### src/rtl/dincond_pkg.sv
// Package: shared filter-table arithmetic for the input conditioner.
// Assumes the clock is given in kHz and that the filter times are whole microseconds.
package dincond_pkg;

    // General-purpose filter time in microseconds for a code; codes above 8 clamp to 5 ms.
    function automatic int dc_gen_us(input int code);
        case (code)
            0:       return 0;
            1:       return 10;
            2:       return 50;
            3:       return 100;
            4:       return 200;
            5:       return 400;
            6:       return 600;
            7:       return 1000;
            default: return 5000;
        endcase
    endfunction

    // Maximum pulse rate in kpps for a pulse-mode code.
    function automatic int dc_rate_kpps(input int code);
        case (code)
            0:       return 10;
            1:       return 100;
            2:       return 200;
            3:       return 500;
            4:       return 1000;
            5:       return 2000;
            6:       return 4000;
            default: return 8000;
        endcase
    endfunction

    // Sample count for a general-purpose code.
    function automatic int dc_gen_ticks(input int khz, input int code);
        return (khz * dc_gen_us(code)) / 1000;
    endfunction

    // Sample count for a pulse code: half the shortest period, never below one.
    function automatic int dc_pulse_ticks(input int khz, input int code);
        int t;
        t = khz / (2 * dc_rate_kpps(code));
        return (t < 1) ? 1 : t;
    endfunction

    // Largest count any code can ask for; this sizes the run counter.
    function automatic int dc_max_ticks(input int khz);
        int a;
        int b;
        a = dc_gen_ticks(khz, 8);
        b = dc_pulse_ticks(khz, 0);
        return (a > b) ? a : b;
    endfunction

endpackage

### src/rtl/dincond_sync.sv
// Module: two-flop synchronizer followed by a polarity select.
// Assumes pin_i is fully asynchronous. The inversion sits after the flops, so a
// polarity change reaches the filter on the next cycle and is qualified like any edge.
module dincond_sync (
    input  logic clk,
    input  logic rst_n,
    input  logic pin_i,
    input  logic invert_i,
    output logic s_o
);
    logic meta_q;
    logic sync_q;

    // Purpose: bring the raw pin into the clock domain over two stages.
    always_ff @(posedge clk) begin
        if (!rst_n) begin
            meta_q <= 1'b0;
            sync_q <= 1'b0;
        end else begin
            meta_q <= pin_i;
            sync_q <= meta_q;
        end
    end

    // Purpose: apply the configured polarity to the synchronized sample.
    always_comb s_o = sync_q ^ invert_i;

endmodule

### src/rtl/dincond_period_sel.sv
// Module: maps the mode and code to a filter sample count.
// Assumes CW is wide enough for dc_max_ticks(CLK_KHZ). Both tables are built as
// constants by generate loops from the package arithmetic.
module dincond_period_sel
    import dincond_pkg::*;
#(
    parameter int CLK_KHZ = 80000,
    parameter int CW      = 20
) (
    input  logic          pulse_i,
    input  logic [3:0]    sel_i,
    output logic [CW-1:0] n_o
);
    localparam int GEN_CODES   = 9;
    localparam int PULSE_CODES = 8;

    logic [CW-1:0] gen_tab [GEN_CODES];
    logic [CW-1:0] pls_tab [PULSE_CODES];

    for (genvar g = 0; g < GEN_CODES; g++) begin : g_gen_tab
        assign gen_tab[g] = CW'(dc_gen_ticks(CLK_KHZ, g));
    end

    for (genvar p = 0; p < PULSE_CODES; p++) begin : g_pls_tab
        assign pls_tab[p] = CW'(dc_pulse_ticks(CLK_KHZ, p));
    end

    // Purpose: select the count for the mode; general codes past 8 clamp to the longest time.
    always_comb begin
        if (pulse_i)
            n_o = pls_tab[sel_i[2:0]];
        else if (sel_i > 4'd8)
            n_o = gen_tab[GEN_CODES-1];
        else
            n_o = gen_tab[sel_i];
    end

endmodule

### src/rtl/dincond_filter.sv
// Module: stable-run noise filter with an initial-level hold.
// Accepts the sample level once it has been seen on n_ticks_i consecutive edges
// (a count of 0 behaves like 1). Counting starts two edges after reset, once the
// synchronizer holds real pin data. Until the first acceptance the output tracks
// init_i.
module dincond_filter #(
    parameter int MAXT = 400000,
    parameter int CW   = 20
) (
    input  logic          clk,
    input  logic          rst_n,
    input  logic          s_i,
    input  logic          init_i,
    input  logic [CW-1:0] n_ticks_i,
    output logic          level_o,
    output logic          armed_o
);
    logic [1:0]    fill_q;
    logic          cand_q;
    logic [CW-1:0] cnt_q;
    logic          armed_q;
    logic          f_q;
    logic          primed;
    logic [CW-1:0] run_next;
    logic          accept;

    // Purpose: length of the current run of equal samples, saturated at MAXT.
    always_comb begin
        primed = (fill_q == 2'd2);
        if (!primed)
            run_next = '0;
        else if (s_i != cand_q)
            run_next = CW'(1);
        else if (cnt_q >= CW'(MAXT))
            run_next = CW'(MAXT);
        else
            run_next = cnt_q + CW'(1);
        accept = primed && (run_next >= n_ticks_i);
    end

    // Purpose: mark the synchronizer as holding real pin data after two edges.
    always_ff @(posedge clk) begin
        if (!rst_n)
            fill_q <= 2'd0;
        else if (!primed)
            fill_q <= fill_q + 2'd1;
    end

    // Purpose: track the candidate level and how long it has run.
    always_ff @(posedge clk) begin
        if (!rst_n) begin
            cand_q <= 1'b0;
            cnt_q  <= '0;
        end else begin
            cand_q <= s_i;
            cnt_q  <= run_next;
        end
    end

    // Purpose: update the output level, holding the initial level until the first acceptance.
    always_ff @(posedge clk) begin
        if (!rst_n) begin
            f_q     <= init_i;
            armed_q <= 1'b0;
        end else begin
            if (accept)
                f_q <= s_i;
            else if (!armed_q)
                f_q <= init_i;
            armed_q <= armed_q | accept;
        end
    end

    assign level_o = f_q;
    assign armed_o = armed_q;

    // the run counter never leaves its saturation range.
    assert_cnt_bounded_R3: assert property (@(posedge clk) disable iff (!rst_n)
        cnt_q <= CW'(MAXT));

    // an armed output changes only after a long enough run.
    assert_change_needs_run_R4: assert property (@(posedge clk) disable iff (!rst_n)
        (armed_q && $past(armed_q) && (f_q != $past(f_q))) |-> (cnt_q >= $past(n_ticks_i)));

    // qualification is sticky.
    assert_armed_sticky_R7: assert property (@(posedge clk) disable iff (!rst_n)
        $past(armed_q) |-> armed_q);

    // before the first acceptance the output is the configured initial level.
    assert_hold_init_R7: assert property (@(posedge clk) disable iff (!rst_n)
        !armed_q |-> (f_q == $past(init_i)));

endmodule

### src/rtl/dincond_edge_event.sv
// Module: rise/fall strobes and the masked event output.
// Assumes level_i is registered. Strobes fire in the cycle the level differs from
// its previous value, once the filter is armed.
module dincond_edge_event (
    input  logic       clk,
    input  logic       rst_n,
    input  logic       level_i,
    input  logic       armed_i,
    input  logic       init_i,
    input  logic [3:0] mask_i,
    output logic       rise_o,
    output logic       fall_o,
    output logic       event_o
);
    logic prev_q;

    // Purpose: remember last cycle's level for edge detection.
    always_ff @(posedge clk) begin
        if (!rst_n)
            prev_q <= init_i;
        else
            prev_q <= level_i;
    end

    // Purpose: form the strobes and combine the enabled conditions.
    always_comb begin
        rise_o  = armed_i &&  level_i && !prev_q;
        fall_o  = armed_i && !level_i &&  prev_q;
        event_o = (mask_i[0] && rise_o) || (mask_i[1] && fall_o) ||
                  (mask_i[2] && !level_i) || (mask_i[3] && level_i);
    end

    // the two strobes are never high together.
    assert_one_strobe_R8: assert property (@(posedge clk) disable iff (!rst_n)
        !(rise_o && fall_o));

    // a rise strobe comes with a high level that was low one cycle before.
    assert_rise_level_R8: assert property (@(posedge clk) disable iff (!rst_n)
        rise_o |-> (level_i && !$past(level_i)));

    // a fall strobe comes with a low level that was high one cycle before.
    assert_fall_level_R8: assert property (@(posedge clk) disable iff (!rst_n)
        fall_o |-> (!level_i && $past(level_i)));

    // with every enable clear, no event is reported.
    assert_event_masked_R9: assert property (@(posedge clk) disable iff (!rst_n)
        (mask_i == 4'd0) |-> !event_o);

endmodule

### src/rtl/din_conditioner.sv
// Module: top of the digital input conditioner.
// Chain: synchronizer and polarity, filter-count select, stable-run filter, then edge/event.
// Assumes cfg inputs are quasi-static, held steady by the surrounding logic.
module din_conditioner
    import dincond_pkg::*;
#(
    parameter int CLK_KHZ = 80000
) (
    input  logic       clk,
    input  logic       rst_n,
    input  logic       pin_i,
    input  logic       cfg_invert,
    input  logic       cfg_pulse_mode,
    input  logic [3:0] cfg_sel,
    input  logic       cfg_init_high,
    input  logic [3:0] cfg_evt_mask,
    output logic       level_o,
    output logic       rise_o,
    output logic       fall_o,
    output logic       event_o
);
    localparam int MAXT = dc_max_ticks(CLK_KHZ);
    localparam int CW   = $clog2(MAXT + 2);

    logic          s_w;
    logic [CW-1:0] n_w;
    logic          lvl_w;
    logic          armed_w;

    dincond_sync u_sync (
        .clk      (clk),
        .rst_n    (rst_n),
        .pin_i    (pin_i),
        .invert_i (cfg_invert),
        .s_o      (s_w)
    );

    dincond_period_sel #(.CLK_KHZ(CLK_KHZ), .CW(CW)) u_psel (
        .pulse_i (cfg_pulse_mode),
        .sel_i   (cfg_sel),
        .n_o     (n_w)
    );

    dincond_filter #(.MAXT(MAXT), .CW(CW)) u_filt (
        .clk       (clk),
        .rst_n     (rst_n),
        .s_i       (s_w),
        .init_i    (cfg_init_high),
        .n_ticks_i (n_w),
        .level_o   (lvl_w),
        .armed_o   (armed_w)
    );

    dincond_edge_event u_evt (
        .clk     (clk),
        .rst_n   (rst_n),
        .level_i (lvl_w),
        .armed_i (armed_w),
        .init_i  (cfg_init_high),
        .mask_i  (cfg_evt_mask),
        .rise_o  (rise_o),
        .fall_o  (fall_o),
        .event_o (event_o)
    );

    assign level_o = lvl_w;

endmodule

### config.mk
export PLATFORM = sky130hd
export DESIGN_NAME = din_conditioner
export DESIGN_NICKNAME = d
export VERILOG_FILES = /design/src/rtl/dincond_pkg.sv /design/src/rtl/dincond_sync.sv /design/src/rtl/dincond_period_sel.sv /design/src/rtl/dincond_filter.sv /design/src/rtl/dincond_edge_event.sv /design/src/rtl/din_conditioner.sv
export SDC_FILE = /design/constraint.sdc
export NUM_CORES = 1
export LEC_CHECK = 0
export BUFFER_PORTS_ARGS = -buffer_cell sky130_fd_sc_hd__buf_2
export CORE_ASPECT_RATIO = 0.75
export CORE_MARGIN = 5
export CORE_UTILIZATION = 60
export DETAILED_ROUTE_END_ITERATION = 8
export PLACE_DENSITY_LB_ADDON = 0.15
export SYNTH_ARGS = -nofsm -noshare
export SYNTH_HDL_FRONTEND = slang
export SYNTH_SLANG_ARGS = --single-unit
### constraint.sdc
create_clock -name clk -period 4.06 [get_ports clk]
set_input_delay 0.203 -clock clk [delete_from_list [all_inputs] [get_ports clk]]
set_output_delay 0.203 -clock clk [all_outputs]
set_load 0.02 [all_outputs]
# Word level (Yosys, flattened, before mapping)
# Memory sizes are Yosys's and may differ from the RTL's.
# Index checks and enable logic that the tools add are counted.
# totals
regBits	27
rom_bits	456
out_inout_bits	4
memories	2
# op_classes
n_addsub	2
order_cmp	5
n_eq_ne	3
n_mux	13
bitwise_logic	4
reduce_logical	14
# memory_table
memory	words	width	read_ports	rd_ports_with_merged_regs	write_ports	line	rtl
(no name shown)	16	19	1	0	0	dincond_period_sel.sv:35	n_o = gen_tab[sel_i];
(no name shown)	8	19	1	0	0	dincond_period_sel.sv:31	n_o = pls_tab[sel_i[2:0]];
# ops
operator	count
$mux W19	9
$add A19 B1 Y19 const B	1
$ge A19 B19 Y1	1
$ge A19 B19 Y1 const B	1
$logic_and A1 B1 Y1	9
$ge A5 B5 Y1 const B	1
$not A4 Y5	1
$ge A4 B4 Y1 const B	1
$gt A4 B4 Y1 const B	1
$mux W1	4
$not A3 Y4	1
$logic_or A1 B1 Y1	3
$ne A3 B3 Y1 const B	1
$add A2 B1 Y2 const B	1
$eq A2 B2 Y1 const B	1
$logic_not A1 Y1	2
$ne A1 B1 Y1	1
$or A1 B1 Y1	1
$xor A1 B1 Y1	1

# Longest topological paths before layout
# Gate-level depths: netlist of run 1.
# logic_depth
depth_word	10
mapped_depth	13
mapped_depth_nobuf	13

# Modules after synthesis
# From an unflattened synthesis of run 1, not the netlist that was laid out.
# unflattened
cells_unflattened	278
area_unflattened_um2	2222.1
# by_module_without_submodules
mod	instances	cells_each	area_each_um2	seq_area_each_um2
dincond_filter	1	213	1687.9	490.5
dincond_period_sel	1	54	401.6	0.0
dincond_edge_event	1	6	71.3	20.0
dincond_sync	1	5	61.3	40.0

# Worst setup path before layout of run 1
# No wires, ideal clock.
# synth_path
path_type	flip-flop to flip-flop
start	register u_filt.cnt_q[13]
end	register u_filt.f_q (netlist: u_filt.level_o), data pin
t_arrival_ns	2.800
path_slack_ns	1.000
path_stages_with_launch	13
cell_sequence	dfxtp_1 or4_4 o211ai_4 nand3_2 buf_2 nor2_1 ha_1 a21o_1 nand3_1 a21oi_1 o31a_1 o211ai_1 mux2_2
# synth_between
elab_chain_len	8
# synth_rtl
item	line	rtl
start: declaration	dincond_filter.sv:20	logic [CW-1:0] cnt_q;
start signal: assignment	dincond_filter.sv:56	cnt_q <= run_next;
$ge A19 B19 Y1	dincond_filter.sv:34	else if (cnt_q >= CW'(MAXT))
$mux W19	dincond_filter.sv:34	
$mux W19	dincond_filter.sv:32	else if (s_i != cand_q)
$mux W19	dincond_filter.sv:30	if (!primed)
via u_filt.run_next[4]	dincond_filter.sv:24	logic [CW-1:0] run_next;
$ge A19 B19 Y1	dincond_filter.sv:38	accept = primed && (run_next >= n_ticks_i);
$logic_and A1 B1 Y1	dincond_filter.sv:38	
$mux W1	dincond_filter.sv:66	if (accept)
$mux W1	dincond_filter.sv:62	if (!rst_n) begin
end signal: assignment	dincond_filter.sv:63	f_q <= init_i;
end signal: assignment	dincond_filter.sv:67	f_q <= s_i;
end signal: assignment	dincond_filter.sv:69	f_q <= init_i;
end: declaration	dincond_filter.sv:22	logic f_q;
# The timed path passes the listed nets, and every way through them passes these cells.
# A chain may end at the register's enable or synchronous reset.

# Worst setup path in the final report of run 1
# Ends and elaborated chain as after synthesis.

==> flow_metrics.py, run 1 <==
metrics = {
    "logic_synthesis": {
        "synth_edf_count": 1,
        "synth_xor_area_frac": 0.0848,
        "ys_seq_elements": 27,
        "yosysMostFrequentCell": "nor2_1",
        "yosys-top-cells-area": "dfxtp_1, ha_1, nor2_1",
        "yosysWarningCount": 0,
        "yosysUniqueCellTypes": 44,
        "synth_fa_ha_area_frac": 0.170,
        "syn_nets": 292,
        "synth_top_area_cell": "dfxtp_1",
        "synth_common_cells": "nor2_1, ha_1, dfxtp_1, a21oi_1, nand2_1",
        "synth_area_per_cell_um2": 8.26,
        "synthesis.area_um2": 2070,
        "synth_compound_area_frac": 0.129,
        "synthArstFlopShare": 0,
        "netlist.area_leader.share": 0.252,
        "ys_seq_area_frac": 0.267,
        "synthSimpleGateAreaFrac": 0.281,
        "muxShareOfSynthArea": 0.0212,
        "yosys_most_used_dff": "dfxtp_1",
        "synth_top_family_by_area": "simple AND/OR/NAND/NOR gates",
        "syn_inst": 250,
    },
    "setup_path": {
        "regToRegSetupSlack_ns": 0.81,
        "path_buf_inv": 1,
        "ff2ff_path_depth": 11,
        "critPathKind": "flip-flop to flip-flop",
        "critPathMaxStageDelay_ns": 0.54,
        "rr_startpoint": "u_filt.cnt_q[13]",
        "cpLargestDelayFamily": "compound AO/OA/AOI/OAI gates",
        "crit_end": "u_filt.level_o",
        "cp_cell_sequence": "or4_4, o211ai_4, nand3_2, buf_4, nor2_1, ha_1, a21oi_1, a211oi_1, o31a_1, o211ai_1, mux2_2",
        "cp.depth": 11,
        "required_ns": 4.09,
        "crit_arrival_ns": 3.28,
        "timing.rr.end": "u_filt.level_o",
        "cp-startpoint": "u_filt.cnt_q[13]",
        "end_kind": "flip-flop",
        "start_kind": "flip-flop",
        "crit_slowest_cell": "or4_4",
        "cp_max_fo": 21,
    },
    "drt": {
        "avgRoutedWirePerCell_um": 13.3,
        "routed_via_density": 5.61,
        "drc": 0,
        "drt_iter0_markers": 116,
        "via_count": 1700,
        "ant_nets": 0,
        "first_pass_iters": 4,
        "wirelength_um": 4040,
    },
    "clock_network": {
        "ctsResizeCount": 0,
        "post_cts_buffers": 0,
        "cts_num_sinks": 27,
        "htree_num_levels": 1,
        "cts_tree": "built",
        "clockBufferDepth": 2,
        "cts-root-buf": "clkbuf_8",
        "cts_made_buffers": 3,
        "clk_pin_slew_worst_paths_ns": 0.09,
        "postCtsHoldBufs": 0,
        "insertion_delay_ns": 0.27,
    },
    "die": {
        "fp.coreArea_um2": 3310,
        "die_h_um": 60.8,
        "dieArea_um2": 4730,
        "ios": 18,
        "start_util": 0.624,
        "fp.dieW_um": 77.8,
        "fp-row-count": 18,
    },
    "timing": {
        "rsz0062_at_grt": "false",
        "hold_viol": 0,
        "period_needed_ns": 3.25,
        "fmax_mhz": 308,
        "setup_viol": 0,
        "drv_slew": 0,
        "fin_setup_tns_ns": 0,
        "finClkSkew_ns": 0.00284,
        "period_share": 0.800,
        "whs_ns": 0.144,
        "worstMarginPinSlew_ns": 0.595,
        "maxSlewHeadroom": 0.603,
    },
    "final_layout": {
        "fin_area_um2": 2210,
        "drive_above_1_share": 0.156,
        "layout.nets": 306,
        "area_growth_pct": 7.03,
        "fin_util": 0.668,
        "n_fill_cell": 305,
        "diodes": 0,
    },
    "power_and_ir_drop": {
        "p_total_mw": 0.588,
        "power.share.clock": 0.252,
        "swShare": 0.307,
        "power_density_nw_per_um2": 266,
        "ir_worst_vdd_mv": 0.248,
        "switching_power_mw": 0.180,
        "seq_power_share": 0.495,
        "p_int_mw": 0.407,
        "p_leak_nw": 0.887,
        "pwr-share-comb": 0.253,
    },
    "placed_design": {
        "postPlaceCellArea_um2": 2170,
        "dp_hpwl_um": 3320,
        "place.gp.congestion": 0.813,
        "port_buffers": 17,
    },
    "global_route": {
        "grt_pass1_wl_um": 6960,
        "overflow": 0,
        "grt_pass1_vias": 1492,
        "grt_usage": 0.181,
        "grt_max_degree": 23,
        "antenna_found_initial": 0,
    },
    "job": {
        "drv_cap": 0,
    },
    "min_path": {
        "worstHoldPathType": "input pin to flip-flop",
    },
    "outcome": {
        "status": "finished clean",
    },
}
==> logic make-up (layout without fill, tap and decap cells) <==
kind of cell,Yosys count,in the layout
buffers and inverters,24,37
flip-flops,27,27
multiplexers,4,4
AO/OA/AOI/OAI,42,42
adder cells (fa/ha/maj),28,28
XOR/XNOR,20,20
AND/OR/NAND/NOR,105,105
==> stage by stage <==
| stage | worst slack (ns) | instances |
|---|---|---|
| 5_1_grt | 0.652 | 303 |
| 3_5_place_dp | 0.818 | 299 |
| 6_report | 0.810 | 303 |
| 3_3_place_gp | 0.880 | 299 |
| 2_1_floorplan | 1.00 | 250 |
| 4_1_cts | 0.811 | 303 |
==> final cells by class <==
cell class / instances / area (um2) / share of cell area
Inverter: 15 / 56.3 / 0.0255
Multi-Input combinational cell: 199 / 1420 / 0.641
Tap cell: 40 / 50.0 / 0.0226
Clock buffer: 4 / 45.0 / 0.0204
Timing Repair Buffer: 18 / 92.6 / 0.0419
Sequential cell: 27 / 551 / 0.249
==> how the worst min path moves through the flow <==
stage | startpoint | to | cells after the start
after global routing | pin_i | u_sync.meta_q | 2
after CTS | pin_i | u_sync.meta_q | 2
after global placement | u_sync.meta_q | u_sync.sync_q | 1
final | pin_i | u_sync.meta_q | 2
after detailed placement | pin_i | u_sync.meta_q | 2
after floorplan | pin_i | u_sync.meta_q | 1
==> power by group through the flow <==
stage               combinational [mW]  clock (mW)  sequential [mW]
floorplan                        0.118           0            0.296
global placement                 0.145           0            0.296
detailed placement               0.149           0            0.297
CTS                              0.150       0.154            0.291
global route                     0.171       0.166            0.294
finish                           0.149       0.148            0.291
==> layout by cell type (no fill, tap or decap), types with 2 or more instances in the layout <==
master / synthesis / layout
inv_1: 15 / 15
clkbuf_8: 0 / 3
nand2_1: 17 / 17
and3_1: 4 / 4
xor2_1: 12 / 12
nor2b_1: 2 / 2
nand3_1: 15 / 15
a21oi_1: 20 / 20
ha_1: 28 / 28
or2_2: 2 / 2
a21o_1: 2 / 2
o21ai_0: 8 / 8
nand2b_1: 2 / 2
and2_1: 8 / 8
nand4_1: 4 / 4
xnor2_1: 8 / 8
nor3_2: 8 / 8
mux2_2: 3 / 3
nor2_1: 29 / 29
nor3b_1: 2 / 2
buf_2: 1 / 17
a211oi_1: 2 / 2
nor3_1: 6 / 6
dfxtp_1: 26 / 26
==> layer usage <==
layer | global-route usage | up-vias | part of all wire
li1 | - | 893 | -
met1 | 0.287 | 773 | 0.53
met2 | 0.258 | 32 | 0.42
met3 | 0.0312 | 2 | 0.044
met4 | 0.0294 | 0 | 0.0042
met5 | 0 | - | 0
==> flip-flops by register name (all words and copies together) (netlist names) <==
name / flops
u_filt.cand_q: 1
u_sync.meta_q: 1
u_evt.prev_q: 1
u_filt.cnt_q: 19
u_filt.armed_o: 1
u_filt.level_o: 1
u_sync.sync_q: 1
u_filt.fill_q: 2
Power figures use the tool's default switching activity.
==> inputs of run 2 (changes only) <==
==> constraint.sdc (replaced) <==
create_clock -name clk -period 3.3 [get_ports clk]
set_input_delay 0.165 -clock clk [delete_from_list [all_inputs] [get_ports clk]]
set_output_delay 0.165 -clock clk [all_outputs]
set_load 0.02 [all_outputs]
==> flow_metrics.py, run 2 (synthesized netlist as in run 1, its figures left out) <==
metrics = {
    "timing": {
        "period_share": 0.962,
        "fmax_mhz": 315,
        "maxSlewHeadroom": 0.588,
        "rsz0062_at_grt": "false",
        "worstMarginPinSlew_ns": 0.618,
        "period_needed_ns": 3.18,
        "whs_ns": 0.114,
        "hold_viol": 0,
        "setup_viol": 0,
        "drv_slew": 0,
        "finClkSkew_ns": 0.00293,
        "fin_setup_tns_ns": 0,
    },
    "global_route": {
        "grt_pass1_vias": 1645,
        "grt_use_met3": 0.0401,
        "antenna_found_initial": 0,
        "met2_usage": 0.328,
        "overflow": 0,
        "grt_max_degree": 23,
        "grt_pass1_wl_um": 7580,
        "grt_busiest_layer": "met2",
        "grt_usage": 0.197,
        "met1_usage": 0.284,
    },
    "clock_network": {
        "post_cts_buffers": 0,
        "clk_pin_slew_worst_paths_ns": 0.09,
        "clockBufferDepth": 2,
        "cts_num_sinks": 27,
        "cts-root-buf": "clkbuf_8",
        "cts_made_buffers": 3,
        "htree_num_levels": 1,
        "insertion_delay_ns": 0.27,
        "cts_tree": "built",
    },
    "job": {
        "drv_cap": 0,
    },
    "power_and_ir_drop": {
        "p_leak_nw": 0.940,
        "power_density_nw_per_um2": 322,
        "ir_worst_vdd_mv": 0.362,
    },
    "setup_path": {
        "cp_max_fo": 16,
        "end_kind": "flip-flop",
        "required_ns": 3.32,
        "critPathKind": "flip-flop to flip-flop",
        "start_kind": "flip-flop",
        "crit_arrival_ns": 3.20,
    },
    "die": {
        "ios": 18,
        "fp.coreArea_um2": 3310,
        "die_h_um": 60.8,
        "fp.dieW_um": 77.8,
        "fp-row-count": 18,
        "start_util": 0.624,
        "dieArea_um2": 4730,
    },
    "final_layout": {
        "diodes": 0,
        "layout.nets": 316,
        "reg_top3": "u_filt.cnt_q x19, u_filt.fill_q x2",
        "fin_area_um2": 2310,
        "layout_common_cells": "nor2_1, ha_1, dfxtp_1, a21oi_1",
        "n_fill_cell": 290,
        "largest_register_ffs": 19,
        "fin_util": 0.697,
        "area_growth_pct": 11.7,
        "stdcell_count": 313,
        "top_register": "u_filt.cnt_q",
        "drive_above_1_share": 0.194,
    },
    "placed_design": {
        "dp_cells": 309,
        "dp_hpwl_um": 3600,
        "postPlaceCellArea_um2": 2240,
        "port_buffers": 17,
        "place.gp.congestion": 0.868,
    },
    "min_path": {
        "worstHoldPathType": "input pin to flip-flop",
    },
    "drt": {
        "routed_via_density": 5.53,
        "wirelength_um": 4440,
        "drc": 0,
        "ant_nets": 0,
        "via_count": 1732,
        "first_pass_iters": 4,
        "drt_iter0_markers": 115,
        "avgRoutedWirePerCell_um": 14.2,
    },
    "outcome": {
        "status": "finished clean",
    },
}
## run 2: cell count changes in the layout (fill, tap and decap cells not counted)
cell,delta
nand3_4,+1
nand3_2,-1
buf_4,+9
xor2_2,+1
buf_6,+1
nor2_1,-1
nor2_2,+1
xor2_1,-1
## run 2: through the flow
stage / total power [mW] / setup WS (ns)
5_1_grt: 0.794 / 0.000325
6_report: 0.743 / 0.124
4_1_cts: 0.747 / 0.0713
2_1_floorplan: 0.509 / 0.240
3_3_place_gp: 0.557 / 0.112
3_5_place_dp: 0.562 / 0.106
## run 2: final timing paths
path               startpoint             end  slack [ns]  depth (start not counted)
min                     pin_i   u_sync.meta_q        0.11                          2
max reg2reg  u_filt.cnt_q[13]  u_filt.level_o        0.12                         10
min reg2reg     u_sync.meta_q   u_sync.sync_q        0.45                          1
max          u_filt.cnt_q[13]  u_filt.level_o        0.12                         10
## run 2: routing by layer
layer,part of all wire,vias up
met5,0,-
met4,0,0
met3,0.030,0
met2,0.44,23
met1,0.53,796
li1,-,913
## run 2: layout make-up
| class | count | area (um2) | area share |
|---|---|---|---|
| Multi-Input combinational cell | 199 | 1430 | 0.621 |
| Inverter | 15 | 56.3 | 0.0244 |
| Timing Repair Buffer | 28 | 171 | 0.0743 |
| Tap cell | 40 | 50.0 | 0.0217 |
| Sequential cell | 27 | 551 | 0.239 |
| Clock buffer | 4 | 45.0 | 0.0195 |
## run 2: repair_timing
| action | in CTS | in global routing |
|---|---|---|
| endpoints found under the setup margin | 0 | 1 |
| gates resized for setup | 0 | 4 |
| hold buffers | 0 | 0 |
| hold endpoints to repair | 0 | 0 |
## run 2: power by group
part	total (mW)	leakage (nW)	internal, mW	switching, mW
Sequential	0.356	0.222	0.346	0.0100
Combinational	0.203	0.696	0.0796	0.123
Clock	0.184	0.0228	0.0864	0.0973
Total	0.743	0.940	0.512	0.231
## run 2: critical path: stages, from the launching register on
cell and delay, ns:
dfxtp_1 0.35, or4_4 0.55, o211ai_4 0.24, nand3_4 0.21, nor2_1 0.18, ha_1 0.27, a21oi_1 0.15, o21ai_0 0.10
o31a_1 0.31, o211ai_1 0.20, mux2_2 0.35
==> inputs of run 3 (changes only) <==
--- a/config.mk
+++ b/config.mk
@@ -5,6 +5,7 @@
 export SDC_FILE = /design/constraint.sdc
 export NUM_CORES = 1
 export LEC_CHECK = 0
+export ABC_AREA = 1
 export BUFFER_PORTS_ARGS = -buffer_cell sky130_fd_sc_hd__buf_2
 export CORE_ASPECT_RATIO = 0.75
 export CORE_MARGIN = 5
==> flow_metrics.py, run 3 <==
metrics = {
    "outcome": {
        "status": "finished clean",
    },
    "min_path": {
        "hold_depth": 3,
        "min_to": "u_sync.meta_q",
        "worstHoldPathType": "input pin to flip-flop",
        "hold_start": "pin_i",
    },
    "timing": {
        "maxSlewHeadroom": 0.467,
        "period_share": 0.881,
        "period_needed_ns": 2.91,
        "fin_setup_tns_ns": 0,
        "fmax_mhz": 344,
        "worst_slack_ns": 0.393,
        "drv_slew": 0,
        "hold_viol": 0,
        "worstMarginPinSlew_ns": 0.799,
        "setup_viol": 0,
        "finClkSkew_ns": 0.00907,
        "rsz0062_at_grt": "false",
    },
    "clock_network": {
        "cts_num_sinks": 27,
        "insertion_delay_ns": 0.28,
        "post_cts_buffers": 0,
        "cts-root-buf": "clkbuf_8",
        "htree_num_levels": 1,
        "cts_made_buffers": 3,
        "clockBufferDepth": 2,
        "clk_pin_slew_worst_paths_ns": 0.09,
        "cts_tree": "built",
    },
    "drt": {
        "avgRoutedWirePerCell_um": 11.8,
        "drt-met1-wl_um": 2490,
        "dr_wl_met3_um": 199,
        "drt_iter0_markers": 153,
        "routed_via_density": 5.16,
        "ant_nets": 0,
        "wl_met2_um": 2040,
        "drc": 0,
        "first_pass_iters": 6,
        "wirelength_um": 4750,
        "via_count": 2079,
        "topRoutingLayerUsed": "met4",
    },
    "die": {
        "dieArea_um2": 4960,
        "die_h_um": 62.2,
        "fp.dieW_um": 79.7,
        "start_util": 0.608,
        "fp.coreArea_um2": 3590,
        "ios": 18,
        "fp-row-count": 19,
    },
    "final_layout": {
        "n_fill_cell": 339,
        "multi_input_area_um2": 1440,
        "final-seq-area_um2": 552,
        "fin_area_um2": 2380,
        "layout.nets": 394,
        "reg_top3": "u_filt.cnt_q x19, u_filt.fill_q x2",
        "diodes": 0,
        "largest_register_ffs": 19,
        "layout_common_cells": "nand2_1, nor2_1, inv_1, ha_1, dfxtp_1",
        "top_register": "u_filt.cnt_q",
        "final_common_cell": "nand2_1",
        "drive_above_1_share": 0.0969,
        "fin_util": 0.664,
        "area_growth_pct": 9.17,
    },
    "setup_path": {
        "critPathMaxStageDelay_ns": 0.40,
        "cp_cell_sequence": "ha_1, nand2_1, nor2_2, nand4_1, nor3_1, nand3_1, nand3_1, inv_1, ha_1, nand2_1, nor2_1, inv_1, nor2_1, a21oi_1, nand3_1, nand3_1, nand2_1, nand2_1",
        "end_kind": "flip-flop",
        "critPathKind": "flip-flop to flip-flop",
        "regToRegSetupSlack_ns": 0.39,
        "start_kind": "flip-flop",
        "cp_max_fo": 7,
        "crit_slowest_cell": "dfxtp_2",
        "crit_arrival_ns": 2.95,
        "ff2ff_path_depth": 18,
        "timing.rr.end": "u_filt.level_o",
        "rr_startpoint": "u_filt.cnt_q[0]",
        "required_ns": 3.34,
    },
    "logic_synthesis": {
        "netlist.area_leader.share": 0.238,
        "yosys-top-cells-area": "dfxtp_1, ha_1, nand2_1",
        "synth_edf_count": 1,
        "ys_seq_area_frac": 0.252,
        "yosysWarningCount": 0,
        "synthesis.area_um2": 2180,
        "yosysUniqueCellTypes": 31,
        "synth_common_cells": "nand2_1, nor2_1, inv_1, ha_1, dfxtp_1",
        "yosys_most_used_dff": "dfxtp_1",
        "synthArstFlopShare": 0,
        "synth_area_per_cell_um2": 6.54,
        "yosysMostFrequentCell": "nand2_1",
        "syn_nets": 376,
        "ys_seq_elements": 27,
        "syn_inst": 334,
        "synth_top_area_cell": "dfxtp_1",
    },
    "power_and_ir_drop": {
        "p_leak_nw": 1.15,
        "ir_worst_vdd_mv": 0.232,
        "power_density_nw_per_um2": 298,
    },
    "placed_design": {
        "dp_hpwl_um": 3820,
        "postPlaceCellArea_um2": 2310,
        "dpl_worst_slack_ns": 0.203,
        "place.gp.congestion": 0.939,
        "port_buffers": 17,
    },
    "job": {
        "drv_cap": 0,
    },
    "global_route": {
        "grt_max_degree": 25,
        "overflow": 0,
        "grt_pass1_vias": 1783,
        "grt_usage": 0.196,
        "antenna_found_initial": 0,
        "grt_pass1_wl_um": 7990,
    },
}
-- run 3: cell types whose count changed after synthesis, sizes merged, moves of 5 or more --
cell   delta
nor3      +5
inv      +34
a21oi     -9
xnor2     -7
nand2    +64
nor2     +24
and2      -8
-- run 3: cell type report --
class / instances / area share
inverters: 50 / 0.0798
clock buffers: 3 / 0.0173
well taps: 52 / 0.0273
clock inverters: 1 / 0.00262
multi-input cells: 252 / 0.603
repair buffers: 18 / 0.0388
flip-flops and latches: 27 / 0.231
-- run 3: worst max-delay path by stage --
stage | startpoint | to | slack [ns] | cells past startpoint
2_1_floorplan | u_filt.cnt_q[0] | u_filt.level_o | 0.69 | 17
3_3_place_gp | u_filt.cnt_q[0] | u_filt.level_o | 0.29 | 17
3_5_place_dp | u_filt.cnt_q[0] | u_filt.level_o | 0.20 | 17
4_1_cts | u_filt.cnt_q[0] | u_filt.level_o | 0.20 | 17
5_1_grt | u_filt.cnt_q[0] | u_filt.level_o | 0.03 | 18
6_report | u_filt.cnt_q[0] | u_filt.level_o | 0.39 | 18
-- run 3: cells by family (layout without fill, tap and decap cells) --
logic type      Yosys count  in the layout  synth area share
compound gates           34             34            0.0911
xor+xnor                 11             11            0.0476
fa+ha+maj                28             28             0.160
buf+inv                  55             72            0.0997
flops                    27             27             0.252
simple gates            179            179             0.349
-- run 3: critical path, delay by kind of cell, from the launching register on --
kind                       cells  cell delay, ns
AOI/OAI and AO/OA              1            0.08
adders and majority gates      2            0.50
buffers and inverters          2            0.12
DFF                            1            0.40
and+or+nand+nor               13            1.57
-- run 3: timing repair --
action                                  4_1_cts  5_1_grt
endpoints found under the setup margin        0        3
hold buffers                                  0        0
resized for setup                             0        5
-- run 3: power by group --
group | total, mW | internal (mW) | switching [mW]
registers | 0.353 | 0.343 | 0.00956
logic | 0.161 | 0.0522 | 0.108
clock network | 0.197 | 0.0865 | 0.110
-- run 3: stage by stage --
stage / std cells / hold WS [ns] / power, mW
2_1_floorplan: 334 / 0.258 / 0.483
3_3_place_gp: 399 / 0.354 / 0.516
3_5_place_dp: 399 / 0.354 / 0.521
4_1_cts: 403 / 0.0746 / 0.713
5_1_grt: 403 / 0.0800 / 0.754
6_report: 403 / 0.0711 / 0.710
-- run 3: routing by layer --
layer	global-route usage	vias to the layer above
li1	-	1108
met1	0.309	930
met2	0.284	39
met3	0.0303	2
met4	0.0193	0
met5	0	-
